$ cat config.mk
export PLATFORM = sky130hd
export DESIGN_NAME = ccd_vseq
export DESIGN_NICKNAME = d
export VERILOG_FILES = /design/src/rtl/ccd_vseq_pkg.sv /design/src/rtl/ccd_vseq_regs.sv /design/src/rtl/ccd_vseq_timebase.sv /design/src/rtl/ccd_vseq_pattern.sv /design/src/rtl/ccd_vseq.sv
export SDC_FILE = /design/constraint.sdc
export NUM_CORES = 2
export LEC_CHECK = 0
export BUFFER_PORTS_ARGS = -buffer_cell sky130_fd_sc_hd__buf_2
export CORE_UTILIZATION = 52
export DETAILED_ROUTE_END_ITERATION = 10
export PLACE_DENSITY = 0.7
export SLEW_MARGIN = 0
export SYNTH_ARGS = -nofsm -noshare
export SYNTH_HDL_FRONTEND = slang
export SYNTH_HIERARCHICAL = 1
export SYNTH_SLANG_ARGS = --single-unit
$ cat constraint.sdc
create_clock -name clk -period 3.2 [get_ports clk]
set_input_delay 0.48 -clock clk [delete_from_list [all_inputs] [get_ports clk]]
set_output_delay 0.48 -clock clk [all_outputs]
set_load 0.05 [all_outputs]
$ cat src/rtl/ccd_vseq_pkg.sv
package ccd_vseq_pkg;
    parameter int PIX_W  = 8;
    parameter int LINE_W = 10;
    parameter int NV     = 6;
    parameter int NR     = 4;
    parameter int ADDR_W = 6;
    localparam int DATA_W = 2 * PIX_W;
    localparam int POL_W  = NV + 3;
    localparam int REG_W  = $clog2(NR);

    typedef enum logic [1:0] {
        SEQ_IDLE  = 2'd0,
        SEQ_SWEEP = 2'd1,
        SEQ_SHIFT = 2'd2,
        SEQ_GATE  = 2'd3
    } seq_e;

    // pixel window: active for on <= pix < off
    typedef struct packed {
        logic [PIX_W-1:0] off;
        logic [PIX_W-1:0] on;
    } win_t;

    typedef struct packed {
        logic [POL_W-1:0]  pol;
        logic [PIX_W-1:0]  sw_count;
        logic [PIX_W-1:0]  sw_period;
        win_t              clamp;
        win_t              hblk;
        win_t              gate;
        win_t [NV-1:0]     grp_b;
        win_t [NV-1:0]     grp_a;
    } glob_t;

    typedef struct packed {
        seq_e [NR-1:0]             sel;
        logic [NR-1:1][LINE_W-1:0] bnd;
    } fld_t;

    function automatic logic in_win(input logic [PIX_W-1:0] p, input win_t w);
        return (p >= w.on) && (p < w.off);
    endfunction
endpackage

$ cat src/rtl/ccd_vseq_regs.sv
module ccd_vseq_regs
    import ccd_vseq_pkg::*;
#(
    parameter int  NFIELDS = 3,
    localparam int FLD_W   = (NFIELDS > 1) ? $clog2(NFIELDS) : 1
) (
    input  logic              clk,
    input  logic              rst,
    input  logic              vsync,
    input  logic              wr_en,
    input  logic [ADDR_W-1:0] wr_addr,
    input  logic [DATA_W-1:0] wr_data,
    input  logic [FLD_W-1:0]  field,
    output fld_t              cur_fld,
    output glob_t             act_glob
);
    fld_t  shd_fld [NFIELDS];
    fld_t  act_fld [NFIELDS];
    glob_t shd_glob;

    logic       glob_blk;
    logic [2:0] sub;
    logic [4:0] goff;

    assign glob_blk = wr_addr[5];
    assign sub      = wr_addr[2:0];
    assign goff     = wr_addr[4:0];

    always_ff @(posedge clk) begin
        if (rst) begin
            for (int f = 0; f < NFIELDS; f++) begin
                shd_fld[f] <= '0;
                act_fld[f] <= '0;
            end
            shd_glob <= '0;
            act_glob <= '0;
        end else begin
            if (wr_en && !glob_blk) begin
                for (int f = 0; f < NFIELDS; f++) begin
                    if (wr_addr[4:3] == 2'(f)) begin
                        for (int r = 1; r < NR; r++)
                            if (sub == 3'(r)) shd_fld[f].bnd[r] <= wr_data[LINE_W-1:0];
                        for (int r = 0; r < NR; r++)
                            if (sub == 3'(4 + r)) shd_fld[f].sel[r] <= seq_e'(wr_data[1:0]);
                    end
                end
            end
            if (wr_en && glob_blk) begin
                for (int k = 0; k < NV; k++) begin
                    if (goff == 5'(k))     shd_glob.grp_a[k] <= win_t'(wr_data);
                    if (goff == 5'(8 + k)) shd_glob.grp_b[k] <= win_t'(wr_data);
                end
                if (goff == 5'd16) shd_glob.gate  <= win_t'(wr_data);
                if (goff == 5'd17) shd_glob.hblk  <= win_t'(wr_data);
                if (goff == 5'd18) shd_glob.clamp <= win_t'(wr_data);
                if (goff == 5'd19) begin
                    shd_glob.sw_period <= wr_data[PIX_W-1:0];
                    shd_glob.sw_count  <= wr_data[DATA_W-1:PIX_W];
                end
                if (goff == 5'd20) shd_glob.pol <= wr_data[POL_W-1:0];
            end
            if (vsync) begin
                act_fld  <= shd_fld;
                act_glob <= shd_glob;
            end
        end
    end

    assign cur_fld = act_fld[field];
endmodule

$ cat src/rtl/ccd_vseq_timebase.sv
module ccd_vseq_timebase
    import ccd_vseq_pkg::*;
#(
    parameter int  NFIELDS = 3,
    localparam int FLD_W   = (NFIELDS > 1) ? $clog2(NFIELDS) : 1
) (
    input  logic             clk,
    input  logic             rst,
    input  logic             hsync,
    input  logic             vsync,
    input  fld_t             cur_fld,
    input  logic [PIX_W-1:0] sw_period,
    input  logic [PIX_W-1:0] sw_count,
    output logic [PIX_W-1:0] pix,
    output logic [FLD_W-1:0] field,
    output logic [REG_W-1:0] region,
    output seq_e             mode,
    output logic             sweep_hi
);
    logic [LINE_W-1:0] line_q, line_nxt;
    logic [PIX_W-1:0]  sw_tmr, sw_cnt;
    logic              adv, sweeping;

    assign line_nxt = (line_q == '1) ? line_q : line_q + 1'b1;
    assign mode     = cur_fld.sel[region];
    assign sweeping = (mode == SEQ_SWEEP) && (sw_cnt < sw_count);
    assign sweep_hi = sweeping && (sw_tmr < (sw_period >> 1));

    always_comb begin
        adv = 1'b0;
        for (int r = 1; r < NR; r++)
            if (region == REG_W'(r - 1) && cur_fld.bnd[r] == line_nxt) adv = hsync;
    end

    always_ff @(posedge clk) begin
        if (rst) begin
            pix    <= '0;
            line_q <= '0;
            region <= '0;
            field  <= FLD_W'(NFIELDS - 1);
            sw_tmr <= '0;
            sw_cnt <= '0;
        end else if (vsync) begin
            pix    <= '0;
            line_q <= '0;
            region <= '0;
            field  <= (field == FLD_W'(NFIELDS - 1)) ? '0 : field + 1'b1;
            sw_tmr <= '0;
            sw_cnt <= '0;
        end else begin
            if (hsync) begin
                pix    <= '0;
                line_q <= line_nxt;
                if (adv) region <= region + 1'b1;
            end else if (pix != '1) begin
                pix <= pix + 1'b1;
            end
            if (adv) begin
                sw_tmr <= '0;
                sw_cnt <= '0;
            end else if (sweeping) begin
                if (sw_tmr >= sw_period - 1'b1) begin
                    sw_tmr <= '0;
                    sw_cnt <= sw_cnt + 1'b1;
                end else begin
                    sw_tmr <= sw_tmr + 1'b1;
                end
            end
        end
    end
endmodule

$ cat src/rtl/ccd_vseq_pattern.sv
module ccd_vseq_pattern
    import ccd_vseq_pkg::*;
(
    input  logic             clk,
    input  logic             rst,
    input  seq_e             mode,
    input  logic [PIX_W-1:0] pix,
    input  logic             sweep_hi,
    input  glob_t            glob,
    output logic [NV-1:0]    v_o,
    output logic             sg_o,
    output logic             hblk_o,
    output logic             clamp_o
);
    logic [NV-1:0] raw_v;
    logic          raw_sg, raw_hb, raw_cl;

    always_comb begin
        raw_v  = '0;
        raw_sg = 1'b0;
        raw_hb = in_win(pix, glob.hblk);
        raw_cl = in_win(pix, glob.clamp);
        unique case (mode)
            SEQ_SWEEP: begin
                raw_v  = {NV{sweep_hi}};
                raw_hb = 1'b1;
            end
            SEQ_SHIFT: begin
                for (int k = 0; k < NV; k++) raw_v[k] = in_win(pix, glob.grp_a[k]);
            end
            SEQ_GATE: begin
                for (int k = 0; k < NV; k++) raw_v[k] = in_win(pix, glob.grp_b[k]);
                raw_sg = in_win(pix, glob.gate);
            end
            default: ;
        endcase
    end

    always_ff @(posedge clk) begin
        if (rst) {clamp_o, hblk_o, sg_o, v_o} <= '0;
        else     {clamp_o, hblk_o, sg_o, v_o} <= {raw_cl, raw_hb, raw_sg, raw_v} ^ glob.pol;
    end
endmodule

$ cat src/rtl/ccd_vseq.sv
module ccd_vseq
    import ccd_vseq_pkg::*;
#(
    parameter int NFIELDS = 3
) (
    input  logic        clk,
    input  logic        rst,
    input  logic        hsync,
    input  logic        vsync,
    input  logic        wr_en,
    input  logic [5:0]  wr_addr,
    input  logic [15:0] wr_data,
    output logic [5:0]  v_out,
    output logic        sg_out,
    output logic        hblk_out,
    output logic        clamp_out
);
    localparam int FLD_W = (NFIELDS > 1) ? $clog2(NFIELDS) : 1;

    fld_t             cur_fld;
    glob_t            act_glob;
    logic [PIX_W-1:0] pix;
    logic [FLD_W-1:0] field_q;
    logic [REG_W-1:0] region_q;
    seq_e             mode;
    logic             sweep_hi;

    ccd_vseq_regs #(.NFIELDS(NFIELDS)) u_regs (
        .clk(clk), .rst(rst), .vsync(vsync),
        .wr_en(wr_en), .wr_addr(wr_addr), .wr_data(wr_data),
        .field(field_q), .cur_fld(cur_fld), .act_glob(act_glob)
    );

    ccd_vseq_timebase #(.NFIELDS(NFIELDS)) u_tb (
        .clk(clk), .rst(rst), .hsync(hsync), .vsync(vsync),
        .cur_fld(cur_fld), .sw_period(act_glob.sw_period), .sw_count(act_glob.sw_count),
        .pix(pix), .field(field_q), .region(region_q), .mode(mode), .sweep_hi(sweep_hi)
    );

    ccd_vseq_pattern u_pat (
        .clk(clk), .rst(rst), .mode(mode), .pix(pix), .sweep_hi(sweep_hi),
        .glob(act_glob), .v_o(v_out), .sg_o(sg_out), .hblk_o(hblk_out), .clamp_o(clamp_out)
    );
endmodule

==> results.py <==
metrics = {
    "run_status": {
        "outcome": "completed",
    },
    "finish": {
        "multi_input_area_um2": 20100,
        "final_cell_mix": "mux2i_1, dfxtp_1, nor2_1",
        "final_common_cell": "mux2i_1",
        "fill_cells": 6131,
        "nets": 4207,
        "final_cells": 4941,
        "syn_to_final_growth_pct": 11.5,
        "seq_area_um2": 16100,
        "utilization_pct": 59.0,
        "design_area_um2": 42600,
        "drive_above_1_share_pct": 9.55,
    },
    "yosys": {
        "synth_enable_flop_cells": 0,
        "synth_top_area_share_pct": 42.2,
        "avgSynthCellArea_um2": 9.74,
        "async_flop_share_pct": 0,
        "synth_area_um2": 38200,
        "synth-seq-cells": 805,
        "synthCells": 3921,
        "synth_flop_cell": "dfxtp_1",
        "yosysSeqAreaShare_pct": 42.2,
        "synth_area_leader_cell": "dfxtp_1",
        "ys_types": 81,
        "synth_fp_nets": 4202,
        "synthTopCellsByArea": "dfxtp_1, mux2i_1, ha_1",
        "yosysWarnings": 6,
    },
    "floorplan": {
        "rows": 98,
        "die_w_um": 273,
        "io_pins": 36,
        "start_util_pct": 53.0,
        "die_h_um": 273,
        "coreArea_um2": 72100,
        "dieArea_um2": 74500,
    },
    "critical_path": {
        "start_kind": "register",
        "end_kind": "register",
        "cpLargestDelayFamily": "simple AND/OR/NAND/NOR gates",
        "rr_worst_depth": 12,
        "crit_top_cell": "buf_4",
        "worstPathMaxFanout": 16,
        "worstPathCellList": "buf_4 -> nand4_1 -> buf_4 -> nor3_2 -> buf_4 -> nor3_1 -> o22ai_1 -> or4_1 -> o22ai_2 -> or3_1 -> buf_12 -> nor3_1",
        "arrival_ns": 3.52,
        "cp.required_ns": 3.74,
        "startpoint": "u_tb/line_q[8]",
        "max_stage_delay_ns": 0.48,
        "r2r-start": "u_tb/line_q[8]",
        "cp_slowest_cell": "dfxtp_1",
        "rrSetupSlack_ns": 0.22,
        "critPathBufInv": 4,
        "r2r_end": "u_tb/sw_tmr[5]",
        "crit_type": "register to register",
    },
    "clocking": {
        "numCtsBuffers": 84,
        "ctsHoldBuffers": 0,
        "clk_pin_slew_ns": 0.06,
        "root_buffer": "clkbuf_16",
        "clock-sinks": 805,
        "htreeDepth": 3,
        "clk_latency_ns": 0.62,
        "cts_tree": "yes",
        "clockBufferDepth": 3,
    },
    "placed_design": {
        "dp.cells": 4787,
        "portBuffers": 35,
        "place_ws_ns": -0.00341,
        "place.gp.congestion": 0.944,
        "dpl.hpwl_mm": 56.4,
        "placed_area_um2": 39600,
    },
    "min_path": {
        "hp-start": "rst",
        "hold_path_class": "input pin to register",
        "worstHoldPathCells": 2,
        "hold_path_end": "u_regs/act_fld[64]",
    },
    "timing": {
        "slew_viol_final": 0,
        "fin_crit_ns": 2.98,
        "rsz0062_at_grt": "no",
        "relSlewSlack_pct": 39.9,
        "period_share_pct": 93.1,
        "skew_ns": 0.0201,
        "setup_viol": 0,
        "worstMarginPinSlew_ns": 0.901,
        "setup_tns_ns": 0,
        "fin_ws_ns": 0.220,
        "finalHoldViolations": 0,
        "max_freq_mhz": 336,
    },
    "grt": {
        "grt_usage_pct": 24.4,
        "first_global_vias": 26100,
        "grt-ovfl-total": 0,
        "grt_pass1_wl_mm": 145,
        "grt_max_degree": 181,
        "antenna_found_initial": 6,
    },
    "detailed_routing": {
        "first_iter_violations": 1754,
        "wirelength_mm": 91.8,
        "via_count": 26900,
        "via_per_inst": 5.45,
        "drtPass1Iterations": 5,
        "drc": 0,
        "postRouteAntennaNets": 0,
        "wl_per_cell_um": 18.6,
    },
    "power": {
        "power_density_nw_per_um2": 497,
        "p_leak_nw": 19.6,
        "vdd.ir_drop.worst_mv": 0.483,
    },
    "run": {
        "maxCapViolCount": 0,
    },
}
worst max-delay path by stage:
stage	end	cells after the start	slack, ns
detailed placement	u_pat/v_o[3]	11	-0.003
global placement	u_pat/v_o[3]	11	0.08
global route	u_tb/sw_tmr[3]	13	0.02
CTS	u_pat/v_o[3]	11	0.001
floorplan	u_pat/v_o[3]	15	0.008
finish	u_tb/sw_tmr[5]	12	0.22
kinds of logic (layout without fill, tap and decap cells):
family,Yosys count,in the layout,share of synthesized area (%)
simple gates,1198,1198,16.4
mux,813,813,21.4
flops,805,805,42.2
buf+inv,479,547,5.29
compound gates,325,325,5.28
fa+ha+maj,254,254,8.32
xor+xnor,47,47,1.08
other cells,0,2,0
metrics by stage:
step | power [mW] | hold slack, ns
2_1_floorplan | 10.9 | 0.448
3_3_place_gp | 11.2 | 0.460
3_5_place_dp | 11.2 | 0.464
4_1_cts | 21.3 | 0.262
5_1_grt | 21.8 | 0.288
6_report | 21.1 | 0.268
worst register-to-register path: cells and delay by family (launching register included):
| family | cells | cell delay, ns |
|---|---|---|
| AO/OA/AOI/OAI | 2 | 0.35 |
| buffers and inverters | 4 | 0.79 |
| flip-flops | 1 | 0.48 |
| AND/OR/NAND/NOR | 6 | 1.30 |
per-layer routing:
metal	wire [um]	track usage [%]	part of all wire, %	vias up
li1	-	-	-	13300
met1	44300	33.2	48	13000
met2	41300	40.3	45	514
met3	4350	3.53	4.7	124
met4	1830	6.48	2.0	6
met5	36	0	0.039	-
sequential cells by signal, indices dropped and copies added (netlist names):
name	cells
u_regs/act_fld	114
u_tb/pix	8
u_tb/line_q	10
u_pat/v_o	6
u_pat/clamp_o	1
u_regs/shd_glob	265
u_pat/hblk_o	1
u_tb/sw_cnt	8
u_regs/shd_fld	114
u_tb/field	2
u_tb/sw_tmr	8
u_regs/act_glob	265
u_pat/sg_o	1
u_tb/region	2
layout make-up:
type | instances | share of cell area [%]
tap | 950 | 2.79
inverter | 237 | 2.09
sequential | 805 | 37.9
clock inverter | 39 | 1.18
multi-input combinational | 2637 | 47.3
clock buffer | 110 | 5.53
timing repair buffer | 161 | 3.23
antenna | 2 | 0.0118
power by group:
group | switching [mW] | internal (mW) | leakage [nW] | total [mW]
Clock | 4.11 | 6.00 | 1.40 | 10.1
Sequential | 0.0206 | 10.1 | 6.49 | 10.1
Combinational | 0.611 | 0.351 | 11.7 | 0.962
cell usage after synthesis, types with 28 or more instances:
| master | number |
|---|---|
| a21oi_1 | 88 |
| nand2b_1 | 424 |
| nand4_1 | 31 |
| nor2_1 | 441 |
| nand2_1 | 101 |
| mux2i_1 | 805 |
| inv_1 | 237 |
| nand3_1 | 37 |
| xnor2_1 | 28 |
| dfxtp_1 | 805 |
| clkbuf_1 | 121 |
| a21o_1 | 36 |
| o21ai_0 | 103 |
| ha_1 | 254 |
| nor3_1 | 30 |
| buf_2 | 86 |
what timing repair did:
action                     in CTS  in global routing
gates resized for setup         0                 10
buffers inserted                0                  3
setup endpoints to repair       0                 23
Power figures use the tool's default switching activity.
